--- src/rtl/ipf_pkg.sv ---
package ipf_pkg;

   // Register select codes on the configuration write port
   typedef enum logic [1:0] {
      SEL_GMASK  = 2'd0,
      SEL_FMASK  = 2'd1,
      SEL_THRESH = 2'd2,
      SEL_NONE   = 2'd3
   } ipf_sel_e;

endpackage

--- src/rtl/ipf_regs.sv ---
module ipf_regs
   import ipf_pkg::*;
#(
   parameter int PRIO_W = 4
) (
   input  logic              clk,
   input  logic              rst_n,
   input  logic              wr_en,
   input  logic [1:0]        wr_addr,
   input  logic [PRIO_W-1:0] wr_data,
   output logic              gmask,
   output logic              fmask,
   output logic [PRIO_W-1:0] thresh
);

   ipf_sel_e sel;
   assign sel = ipf_sel_e'(wr_addr);

   always_ff @(posedge clk or negedge rst_n) begin
      if (!rst_n) begin
         gmask  <= 1'b0;
         fmask  <= 1'b0;
         thresh <= '0;
      end else if (wr_en) begin
         case (sel)
            SEL_GMASK:  gmask  <= wr_data[0];
            SEL_FMASK:  fmask  <= wr_data[0];
            SEL_THRESH: thresh <= wr_data;
            default:    ;
         endcase
      end
   end

   // each select code lands in its own register on the next edge
   p_gmask_write_r2: assert property (@(posedge clk) disable iff (!rst_n)
      (wr_en && wr_addr == 2'd0) |=> (gmask == $past(wr_data[0])));
   p_fmask_write_r2: assert property (@(posedge clk) disable iff (!rst_n)
      (wr_en && wr_addr == 2'd1) |=> (fmask == $past(wr_data[0])));
   p_thresh_write_r2: assert property (@(posedge clk) disable iff (!rst_n)
      (wr_en && wr_addr == 2'd2) |=> (thresh == $past(wr_data)));
   p_idle_hold_r2: assert property (@(posedge clk) disable iff (!rst_n)
      (!wr_en || wr_addr == 2'd3) |=> ($stable(gmask) && $stable(fmask) && $stable(thresh)));

endmodule

--- src/rtl/ipf_gate.sv ---
module ipf_gate #(
   parameter int NUM_SRC = 8,
   parameter int PRIO_W  = 4
) (
   input  logic [NUM_SRC-1:0]        pend,
   input  logic [NUM_SRC*PRIO_W-1:0] prio_flat,
   input  logic [NUM_SRC-1:0]        nmi_map,
   input  logic [NUM_SRC-1:0]        hf_map,
   input  logic                      gmask,
   input  logic                      fmask,
   input  logic [PRIO_W-1:0]         thresh,
   output logic [NUM_SRC-1:0]        pass,
   output logic [NUM_SRC-1:0]        urgent
);

   logic thr_on;
   assign thr_on = (thresh != '0);

   for (genvar i = 0; i < NUM_SRC; i++) begin : g_src
      logic [PRIO_W-1:0] p;
      logic              below;
      logic              ordinary_ok;
      logic              hf_ok;

      assign p           = prio_flat[i*PRIO_W +: PRIO_W];
      assign below       = !thr_on || (p < thresh);
      assign ordinary_ok = !gmask && !fmask && below;
      assign hf_ok       = !fmask;
      assign pass[i]     = pend[i] && (nmi_map[i] || (hf_map[i] ? hf_ok : ordinary_ok));
      assign urgent[i]   = pass[i] && nmi_map[i];
   end

endmodule

--- src/rtl/ipf_arb.sv ---
module ipf_arb #(
   parameter int NUM_SRC  = 8,
   parameter int PRIO_W   = 4,
   parameter bit ARB_TREE = 1'b0
) (
   input  logic [NUM_SRC-1:0]         pass,
   input  logic [NUM_SRC-1:0]         urgent,
   input  logic [NUM_SRC*PRIO_W-1:0]  prio_flat,
   output logic                       any,
   output logic [$clog2(NUM_SRC)-1:0] win_id
);

   localparam int IDW  = $clog2(NUM_SRC);
   localparam int KW   = PRIO_W + 2;
   localparam int NPAD = 1 << IDW;

   // Ordering key: smaller wins. Blocked sources sort last, then
   // non-maskable ahead of the rest, then by priority value.
   logic [KW-1:0] key [NUM_SRC];

   for (genvar i = 0; i < NUM_SRC; i++) begin : g_key
      assign key[i] = {~pass[i], ~urgent[i], prio_flat[i*PRIO_W +: PRIO_W]};
   end

   assign any = |pass;

   if (ARB_TREE) begin : g_tree
      logic [KW-1:0]  nk  [2*NPAD];
      logic [IDW-1:0] nid [2*NPAD];

      assign nk[0]  = '1;
      assign nid[0] = '0;

      for (genvar j = 0; j < NPAD; j++) begin : g_leaf
         if (j < NUM_SRC) begin : g_real
            assign nk[NPAD+j] = key[j];
         end else begin : g_pad
            assign nk[NPAD+j] = '1;
         end
         assign nid[NPAD+j] = IDW'(j);
      end

      for (genvar k = NPAD-1; k >= 1; k--) begin : g_node
         logic left_wins;
         assign left_wins = (nk[2*k] <= nk[2*k+1]);
         assign nk[k]     = left_wins ? nk[2*k]  : nk[2*k+1];
         assign nid[k]    = left_wins ? nid[2*k] : nid[2*k+1];
      end

      assign win_id = nid[1];
   end else begin : g_linear
      logic [KW-1:0]  best_k;
      logic [IDW-1:0] best_i;

      always_comb begin
         best_k = key[0];
         best_i = '0;
         for (int i = 1; i < NUM_SRC; i++) begin
            if (key[i] < best_k) begin
               best_k = key[i];
               best_i = IDW'(i);
            end
         end
      end

      assign win_id = best_i;
   end

endmodule

--- src/rtl/ipf_filter.sv ---
module ipf_filter #(
   parameter int NUM_SRC  = 8,
   parameter int PRIO_W   = 4,
   parameter bit ARB_TREE = 1'b0
) (
   input  logic                        clk,
   input  logic                        rst_n,
   input  logic [NUM_SRC-1:0]          src_pend,
   input  logic [NUM_SRC*PRIO_W-1:0]   src_prio,
   input  logic [NUM_SRC-1:0]          src_is_nmi,
   input  logic [NUM_SRC-1:0]          src_is_hf,
   input  logic                        cfg_wr_en,
   input  logic [1:0]                  cfg_wr_addr,
   input  logic [PRIO_W-1:0]           cfg_wr_data,
   output logic                        irq_take,
   output logic [$clog2(NUM_SRC)-1:0]  irq_id,
   output logic                        gmask_q,
   output logic                        fmask_q,
   output logic [PRIO_W-1:0]           thresh_q
);

   localparam int IDW = $clog2(NUM_SRC);

   if (NUM_SRC < 2) begin : g_chk_src
      $error("ipf_filter: NUM_SRC must be at least 2");
   end
   if (PRIO_W < 1 || PRIO_W > 16) begin : g_chk_prio
      $error("ipf_filter: PRIO_W must lie in 1..16");
   end

   logic [NUM_SRC-1:0] pass;
   logic [NUM_SRC-1:0] urgent;
   logic               any;
   logic [IDW-1:0]     win_id;

   ipf_regs #(.PRIO_W(PRIO_W)) u_regs (
      .clk     (clk),
      .rst_n   (rst_n),
      .wr_en   (cfg_wr_en),
      .wr_addr (cfg_wr_addr),
      .wr_data (cfg_wr_data),
      .gmask   (gmask_q),
      .fmask   (fmask_q),
      .thresh  (thresh_q)
   );

   ipf_gate #(.NUM_SRC(NUM_SRC), .PRIO_W(PRIO_W)) u_gate (
      .pend      (src_pend),
      .prio_flat (src_prio),
      .nmi_map   (src_is_nmi),
      .hf_map    (src_is_hf),
      .gmask     (gmask_q),
      .fmask     (fmask_q),
      .thresh    (thresh_q),
      .pass      (pass),
      .urgent    (urgent)
   );

   ipf_arb #(.NUM_SRC(NUM_SRC), .PRIO_W(PRIO_W), .ARB_TREE(ARB_TREE)) u_arb (
      .pass      (pass),
      .urgent    (urgent),
      .prio_flat (src_prio),
      .any       (any),
      .win_id    (win_id)
   );

   assign irq_take = any;
   assign irq_id   = any ? win_id : '0;

   // Per-source view of the priority field for the checks below
   logic [PRIO_W-1:0] prio_a [NUM_SRC];
   for (genvar i = 0; i < NUM_SRC; i++) begin : g_pa
      assign prio_a[i] = src_prio[i*PRIO_W +: PRIO_W];
   end

   p_reset_clear_r1: assert property (@(posedge clk) disable iff (!rst_n)
      $rose(rst_n) |-> (!gmask_q && !fmask_q && thresh_q == '0));
   p_sel_pending_r9: assert property (@(posedge clk) disable iff (!rst_n)
      irq_take |-> src_pend[irq_id]);
   p_idle_zero_r9: assert property (@(posedge clk) disable iff (!rst_n)
      !irq_take |-> (irq_id == '0));
   p_thresh_block_r3: assert property (@(posedge clk) disable iff (!rst_n)
      (irq_take && thresh_q != '0 && !src_is_nmi[irq_id] && !src_is_hf[irq_id])
         |-> (prio_a[irq_id] < thresh_q));
   p_gmask_exempt_r4: assert property (@(posedge clk) disable iff (!rst_n)
      (irq_take && gmask_q) |-> (src_is_nmi[irq_id] || src_is_hf[irq_id]));
   p_fmask_exempt_r5: assert property (@(posedge clk) disable iff (!rst_n)
      (irq_take && fmask_q) |-> src_is_nmi[irq_id]);
   p_nmi_first_r8: assert property (@(posedge clk) disable iff (!rst_n)
      (|(src_pend & src_is_nmi)) |-> (irq_take && src_is_nmi[irq_id]));

endmodule

--- config.mk ---
export PLATFORM = sky130hd
export DESIGN_NAME = ipf_filter
export DESIGN_NICKNAME = d
export VERILOG_FILES = /design/src/rtl/ipf_pkg.sv /design/src/rtl/ipf_regs.sv /design/src/rtl/ipf_gate.sv /design/src/rtl/ipf_arb.sv /design/src/rtl/ipf_filter.sv
export SDC_FILE = /design/constraint.sdc
export NUM_CORES = 1
export LEC_CHECK = 0
export BUFFER_PORTS_ARGS = -buffer_cell sky130_fd_sc_hd__buf_2
export CAP_MARGIN = 20
export CORE_ASPECT_RATIO = 1.1
export CORE_MARGIN = 1.5
export CORE_UTILIZATION = 50
export DETAILED_ROUTE_END_ITERATION = 10
export GPL_ROUTABILITY_DRIVEN = 0
export PLACE_DENSITY = 0.75
export REMOVE_ABC_BUFFERS = 1
export SYNTH_ARGS = -nofsm -noshare
export SYNTH_HDL_FRONTEND = slang
export SYNTH_HIERARCHICAL = 1
export SYNTH_SLANG_ARGS = --single-unit
--- constraint.sdc ---
create_clock -name clk -period 26 [get_ports clk]
set_clock_uncertainty 0.2 [all_clocks]
set_input_delay 2.6 -clock clk [delete_from_list [all_inputs] [get_ports clk]]
set_output_delay 2.6 -clock clk [all_outputs]
set_load 0.05 [all_outputs]
==> results of run 1 <==
-- worst max-delay path by stage --
stage / startpoint / to / slack [ns]
final: src_prio[1] / irq_id[1] / 6.75
after detailed placement: src_prio[1] / irq_id[1] / 6.80
after global routing: src_prio[1] / irq_id[1] / 5.62
after CTS: src_prio[1] / irq_id[1] / 6.77
after global placement: src_prio[1] / irq_id[1] / 7.01
after floorplan: src_prio[1] / irq_id[1] / 8.48
-- power by group --
part	leakage (nW)	internal [mW]	switching, mW
clock network	0.0216	0.00995	0.00405
logic	1.63	0.187	0.265
registers	0.0710	0.0112	0.00315
-- synthesized netlist by cell type (all sizes together) (4+ instances only) --
master	instances
a21o	7
or3b	8
dfrtp	6
mux2	18
buf	4
o211a	4
a221o	10
o21ai	20
and2b	5
mux2i	11
a211oi	7
ha	52
inv	35
or2	4
nand3	7
a32o	8
nand2b	12
nor2	13
and2	12
nand2	19
o211ai	4
o2111ai	13
a21oi	28
-- registers in the layout, indices dropped and copies added (netlist names) --
name / cells
u_regs/thresh: 4
u_regs/gmask: 1
u_regs/fmask: 1
-- metrics by stage --
step / instances / hold slack [ns]
2_1_floorplan: 353 / 0.668
3_3_place_gp: 505 / 0.326
3_5_place_dp: 505 / 0.337
4_1_cts: 508 / 0.347
5_1_grt: 508 / 0.376
6_report: 508 / 0.345
-- cells by family after synthesis --
kind of cell,share of synthesized area
AND/OR/NAND/NOR,0.229
multiplexers,0.119
buffers and inverters,0.0557
XOR/XNOR,0.00285
AO/OA/AOI/OAI,0.332
flip-flops,0.0488
adder cells (fa/ha/maj),0.212
-- metal layers --
layer | track usage | vias to the layer above | wire length (µm)
met1 | 0.355 | 1455 | 3870
met2 | 0.515 | 113 | 4490
met4 | 0.0661 | 0 | 137
met5 | 0 | - | 0
met3 | 0.0323 | 17 | 536
li1 | - | 1555 | -
-- cell type report --
class | count | share of cell area
Multi-Input combinational cell | 312 | 0.776
Timing Repair Buffer | 75 | 0.106
Sequential cell | 6 | 0.0423
Inverter | 35 | 0.0370
Tap cell | 77 | 0.0271
Clock buffer | 3 | 0.0116
==> results.toml, run 1 <==
[power]
vdd_drop_max_uv = 222
p_per_area_nw_per_um2 = 135
p_leak_nw = 1.72
total_power_uw = 480

[synthesis]
seq_area_frac_synth = 0.0488
ys_types = 88
synth_edf_count = 0
synth_ff_type = "dfrtp_1"
syn_avg_cell_area_um2 = 8.57
synth_top_area_share = 0.212
yosysTopAreaCell = "ha_1"
ys_seq_elements = 6
syn_inst = 359
netlist_area_um2 = 3080
synth_area_leaders = "ha_1 21%, dfrtp_1 4.9%, mux2_4 4.9%"
yosys_warnings = 6
synthArstFlopShare = 1.00

[finish]
num-fill-cells = 531
final_common_cell = "buf_2"
layout.nets = 550
fin_util = 0.608
layout-drive-gt1-share = 0.327
antenna_cells = 0
area_growth_pct = 15.5
final_cell_mix = "74 x buf_2, 52 x ha_1, 35 x inv_1, 25 x a21oi_1"
regArea_um2 = 150
fin_area_um2 = 3550
multi_input_area_um2 = 2750

[worst_hold_path]
min_path_type = "reg2reg"
hold_path_depth = 1
hold_end = "u_regs/fmask"
holdCritStartpoint = "u_regs/fmask"

[critical_path]
crit_top_cell = "ha_1"
crit_path_max_incr_delay_ns = 0.81
path_class = "in2out"
timing.rr.start = "u_regs/thresh[0]"
crit_path_end_kind = "primary output"
start_kind = "input port"
slowest_stage = "a211oi_2"
path_depth = 61
r2r_end = "u_regs/thresh[0]"
critical_path_buf_inv_count = 7
worstPathRequired_ns = 23.20
worstPathArrival_ns = 16.45
path_max_fanout = 15
cp_top_family = "compound AO/OA/AOI/OAI gates"
rr_worst_depth = 1
reg2reg_slack_ns = 24.81

[clock_tree]
cts_tree = "yes"
clkSinkCount = 6
cts_root_buf = "clkbuf_8"
cts_resized = 0
holdBufCountCts = 0
h-tree-depth = 1
cts_setup_buffers = 0
clkLatencyLatePin_ns = 0.22
clk_transition_reported_paths_ns = 0.04
clockBufferDepth = 2
numCtsBuffers = 3

[floorplanning]
fp.dieArea_um2 = 6630
fp-row-count = 29
initial_core_util = 0.526
die_h_um = 85.3
core_area_um2 = 5840
io_pins = 75
fp.dieW_um = 77.8

[placed_design]
port_buffers = 74
placed_area_um2 = 3510
dp_hpwl_um = 7550
pre_cts_ws_ns = 6.80

[route]
via_per_inst = 6.18
drtAntennaViolNets = 0
drt-initial-drc-count = 140
routed_wirelength_um = 9030
avgRoutedWirePerCell_um = 17.8
drt_drc_violations_left = 0
route.vias.total = 3140
drt_pass1_iterations = 4

[sta]
layout_setup_ws_ns = 6.75
rsz0062_at_grt = "no"
hold_viol = 0
fin_tns_setup_ns = 0
drv_slew = 0
finalSetupViolations = 0
fin_crit_sh = 0.740
tightestPinTransition_ns = 1.03
layout_min_cycle_time_ns = 19.25
fmax_ghz = 0.0520
slew-limit-headroom = 0.313

[grt]
grt_overflow_total = 0
grt_pass1_wl_um = 15300
first_global_vias = 3156
grt_antenna_before_repair = 0
grt_max_degree = 17
grt_use_total = 0.284

[job]
drv_cap = 0

[status]
status = "finished clean"
Power figures use the tool's default switching activity.
==> run 2: changes to the inputs <==
--- a/config.mk
+++ b/config.mk
@@ -12,7 +12,7 @@
 export CORE_UTILIZATION = 50
 export DETAILED_ROUTE_END_ITERATION = 10
 export GPL_ROUTABILITY_DRIVEN = 0
-export PLACE_DENSITY = 0.75
+export PLACE_DENSITY = 0.78
 export REMOVE_ABC_BUFFERS = 1
 export SYNTH_ARGS = -nofsm -noshare
 export SYNTH_HDL_FRONTEND = slang
==> constraint.sdc (replaced) <==
create_clock -name clk -period 17.6 [get_ports clk]
set_clock_uncertainty 0.2 [all_clocks]
set_input_delay 1.76 -clock clk [delete_from_list [all_inputs] [get_ports clk]]
set_output_delay 1.76 -clock clk [all_outputs]
set_load 0.05 [all_outputs]
==> run 2 against run 1 <==
- global-route usage shrank 0.98 points
- via count grew 2.6%
- clock power grew 54%
- worst setup slack lost 6.1 ns
- combinational power grew 59%
- final area grew 2.2%
- sequential share of layout area shrank 0.090 points
==> results.toml, run 2 (synthesis gave the netlist of run 1 again) <==
[clock_tree]
clkLatencyLatePin_ns = 0.23
cts_root_buf = "clkbuf_8"
cts_tree = "yes"
holdBufCountCts = 0
numCtsBuffers = 3
h-tree-depth = 1
clkSinkCount = 6
clockBufferDepth = 2
clk_transition_reported_paths_ns = 0.04

[critical_path]
crit_path_max_incr_delay_ns = 0.55
path_class = "in2out"
crit_top_cell = "ha_1"
worstPathRequired_ns = 15.64
cp_top_family = "compound AO/OA/AOI/OAI gates"
critical_path_buf_inv_count = 6
worstPathArrival_ns = 15.01
start_kind = "input port"
slowest_stage = "or4_1"
path_max_fanout = 15
crit_path_end_kind = "primary output"

[floorplanning]
initial_core_util = 0.526
io_pins = 75
fp.dieArea_um2 = 6630
fp-row-count = 29
core_area_um2 = 5840
die_h_um = 85.3
fp.dieW_um = 77.8

[finish]
reg_top3 = "u_regs/thresh x4, u_regs/fmask x1, u_regs/gmask x1"
fin_util = 0.621
final_common_cell = "buf_2"
largest-register = "u_regs/thresh"
antenna_cells = 0
fin_area_um2 = 3630
area_growth_pct = 18.0
largest_reg_flops = 4
layout.nets = 556
layout-drive-gt1-share = 0.346
final_cell_mix = "74 x buf_2, 52 x ha_1, 35 x inv_1, 25 x a21oi_1, 18 x nand2_1"

[sta]
slew-limit-headroom = 0.607
layout_min_cycle_time_ns = 16.97
fin_crit_sh = 0.964
tightestPinTransition_ns = 0.581
holdWs_ns = 0.343
fin_tns_setup_ns = 0
fmax_ghz = 0.0589
hold_viol = 0
drv_slew = 0
finalSetupViolations = 0

[power]
vdd_drop_max_uv = 438
p_per_area_nw_per_um2 = 209
total_power_uw = 760
p_leak_nw = 1.75

[placed_design]
dp_hpwl_um = 7480
placed_area_um2 = 3510
port_buffers = 74

[job]
drv_cap = 0

[route]
drt_pass1_iterations = 5
drt_drc_violations_left = 0
wl_met3_um = 523
drt-initial-drc-count = 176
avgRoutedWirePerCell_um = 17.7
top_layer_used = "met4"
route.vias.total = 3223
drtAntennaViolNets = 0
drt-met1-wl_um = 3800
routed_wirelength_um = 9090
via_per_inst = 6.27
wl_met2_um = 4600

[grt]
grt_use_total = 0.274
grt_antenna_before_repair = 0
first_global_vias = 3154
grt_overflow_total = 0
grt_max_degree = 17
grt_pass1_wl_um = 14800

[worst_hold_path]
min_path_type = "reg2reg"

[status]
status = "finished clean"
## run 2: what timing repair did
action,CTS,global route
hold endpoints to repair,0,0
setup buffers,0,5
gates resized for setup,0,11
setup endpoints to repair,0,3
## run 2: per-layer routing
layer	vias to the layer above	global-route usage
met5	-	0
met4	0	0.116
met3	18	0.0301
met2	129	0.484
met1	1511	0.334
li1	1565	-
## run 2: layout make-up
class | instances | area (µm²)
tap | 77 | 96.3
timing repair buffer | 81 | 423
inverter | 35 | 131
multi-input combinational | 312 | 2790
clock buffer | 3 | 41.3
sequential | 6 | 150
fill | 535 | 2210
## run 2: metrics by stage
stage          std cells  worst slack, ns
6_report             514            0.628
5_1_grt              514          -0.0219
4_1_cts              508            0.490
3_5_place_dp         505            0.544
3_3_place_gp         505            0.725
2_1_floorplan        353             1.76
## run 2: power by group
part	leakage [nW]	switching [mW]	internal (mW)
Combinational	1.66	0.406	0.312
Sequential	0.0710	0.00416	0.0165
Clock	0.0216	0.00673	0.0148
Total	1.75	0.416	0.344
## run 2: worst paths after layout
check | from | to | slack (ns) | cells after the start
max in group asynchronous | rst_n | u_regs/thresh[1] | 15.91 | 1
setup / recovery | src_prio[1] | irq_id[1] | 0.63 | 60
setup reg to reg | u_regs/thresh[0] | u_regs/thresh[0] | 16.48 | 1
hold / removal | u_regs/gmask | u_regs/gmask | 0.34 | 1
min in group asynchronous | rst_n | u_regs/fmask | 1.15 | 1
hold reg to reg | u_regs/gmask | u_regs/gmask | 0.34 | 1
==> run 3: changes to the inputs <==
--- a/config.mk
+++ b/config.mk
@@ -5,14 +5,14 @@
 export SDC_FILE = /design/constraint.sdc
 export NUM_CORES = 1
 export LEC_CHECK = 0
-export BUFFER_PORTS_ARGS = -buffer_cell sky130_fd_sc_hd__buf_2
+export BUFFER_PORTS_ARGS = -buffer_cell sky130_fd_sc_hd__buf_4
 export CAP_MARGIN = 20
 export CORE_ASPECT_RATIO = 1.1
 export CORE_MARGIN = 1.5
 export CORE_UTILIZATION = 50
 export DETAILED_ROUTE_END_ITERATION = 10
 export GPL_ROUTABILITY_DRIVEN = 0
-export PLACE_DENSITY = 0.78
+export PLACE_DENSITY = 0.76
 export REMOVE_ABC_BUFFERS = 1
 export SYNTH_ARGS = -nofsm -noshare
 export SYNTH_HDL_FRONTEND = slang
==> run 3 against run 2 <==
- register-to-register slack lost 0.06 ns
- sequential share of layout area fell by 0.20 points
- final cell count is 0.19% higher
- critical endpoint unchanged
- core utilization is 3.1 points higher
- critical path type unchanged
- via count rose by 1.6%
==> results.toml, run 3 (synthesis gave the netlist of run 1 again) <==
[sta]
fin_crit_sh = 0.972
finalSetupViolations = 0
slew-limit-headroom = 0.652
tightestPinTransition_ns = 0.518
fmax_ghz = 0.0585
drv_slew = 0
hold_viol = 0
holdWs_ns = 0.349
layout_setup_ws_ns = 0.495
layout_min_cycle_time_ns = 17.11

[grt]
grt_overflow_total = 0
grt_antenna_before_repair = 0
first_global_vias = 3376
grt_use_total = 0.286
grt_pass1_wl_um = 15500
grt_max_degree = 17

[floorplanning]
fp.dieW_um = 77.8
fp.dieArea_um2 = 6630
core_area_um2 = 5840
io_pins = 75
initial_core_util = 0.526
fp-row-count = 29
die_h_um = 85.3

[critical_path]
path_max_fanout = 15
slowest_stage = "mux2_2"
reg2reg_slack_ns = 16.42
crit_path_max_incr_delay_ns = 0.41
crit_top_cell = "ha_1"
worstPathArrival_ns = 15.15
path_class = "in2out"
worstPathRequired_ns = 15.64
start_kind = "input port"
crit_path_end_kind = "primary output"

[finish]
area_growth_pct = 24.0
final_cell_mix = "82 x buf_4, 52 x ha_1, 35 x inv_1, 25 x a21oi_1, 18 x nand2_1"
layoutNonFillerInstCount = 515
fin_area_um2 = 3810
fin_util = 0.653
layout-drive-gt1-share = 0.342
final_common_cell = "buf_4"
layout.nets = 557
antenna_cells = 0
reg_top3 = "u_regs/thresh x4, u_regs/fmask x1, u_regs/gmask x1"
largest-register = "u_regs/thresh"
largest_reg_flops = 4

[route]
drt_pass1_iterations = 5
route.vias.total = 3274
drt_drc_violations_left = 0
drt-initial-drc-count = 157
drtAntennaViolNets = 0
routed_wirelength_um = 9430
via_per_inst = 6.36
avgRoutedWirePerCell_um = 18.3

[status]
status = "finished clean"

[power]
vdd_drop_max_uv = 266
p_leak_nw = 1.82
p_per_area_nw_per_um2 = 200

[placed_design]
port_buffers = 74
dp_hpwl_um = 7810
placed_area_um2 = 3700
place_inst = 506
pre_cts_ws_ns = 0.473

[clock_tree]
clkSinkCount = 6
clk_transition_reported_paths_ns = 0.03
cts_tree = "yes"
cts_root_buf = "clkbuf_8"
numCtsBuffers = 3
clkLatencyLatePin_ns = 0.22
clockBufferDepth = 2
holdBufCountCts = 0
h-tree-depth = 1

[worst_hold_path]
min_path_type = "reg2reg"

[job]
drv_cap = 0
-- run 3: changes by cell type in the layout (fill, tap and decap cells not counted) --
cell | before | now
nor3b_2 | 2 | 1
o21ai_0 | 14 | 16
buf_2 | 74 | 0
buf_4 | 7 | 82
mux2i_2 | 2 | 1
nor3b_1 | 1 | 2
mux2i_1 | 8 | 9
o21ai_1 | 4 | 2
-- run 3: path summary, 6_finish.rpt --
| check | startpoint | to | cells after the start |
|---|---|---|---|
| worst min register to register | u_regs/fmask | u_regs/fmask | 1 |
| min in group asynchronous | rst_n | u_regs/gmask | 1 |
| max in group asynchronous | rst_n | u_regs/thresh[2] | 1 |
| worst max-delay path | src_prio[1] | irq_id[1] | 58 |
| worst max register to register | u_regs/thresh[0] | u_regs/thresh[0] | 1 |
| worst min-delay path | u_regs/fmask | u_regs/fmask | 1 |
-- run 3: report_power, final --
part	switching, mW	total [mW]	internal, mW
Sequential	0.00461	0.0211	0.0165
Clock	0.00577	0.0204	0.0147
Combinational	0.405	0.721	0.316
Total	0.415	0.762	0.347
-- run 3: stage by stage --
stage | TNS, ns | power [mW]
after floorplan | 0 | 0.544
after global placement | 0 | 0.680
after detailed placement | 0 | 0.693
after CTS | 0 | 0.717
after global routing | -0.109 | 0.818
final | 0 | 0.762
-- run 3: timing repair --
action                                  4_1_cts  5_1_grt
endpoints found under the hold margin         0        0
setup buffers                                 0        6
resized for setup                             0        7
endpoints found under the setup margin        0        3
-- run 3: critical path: cells and delay by family --
kind,cells,cell delay (ns)
adder cells (fa/ha/maj),8,2.24
AND/OR/NAND/NOR,13,2.96
AO/OA/AOI/OAI,24,5.68
buffers and inverters,7,0.88
multiplexers,6,1.63
-- run 3: routing by layer --
layer	vias up	wire length [µm]	global-route usage
li1	1571	-	-
met1	1539	4020	0.338
met2	135	4550	0.519
met3	29	607	0.0409
met4	0	250	0.102
met5	-	0	0
-- run 3: area by class of cell --
cell class	instances	area, µm²
fillers	497	2030
flip-flops and latches	6	150
multi-input cells	312	2780
well taps	77	96.3
clock buffers	3	41.3
inverters	35	131
repair buffers	82	616
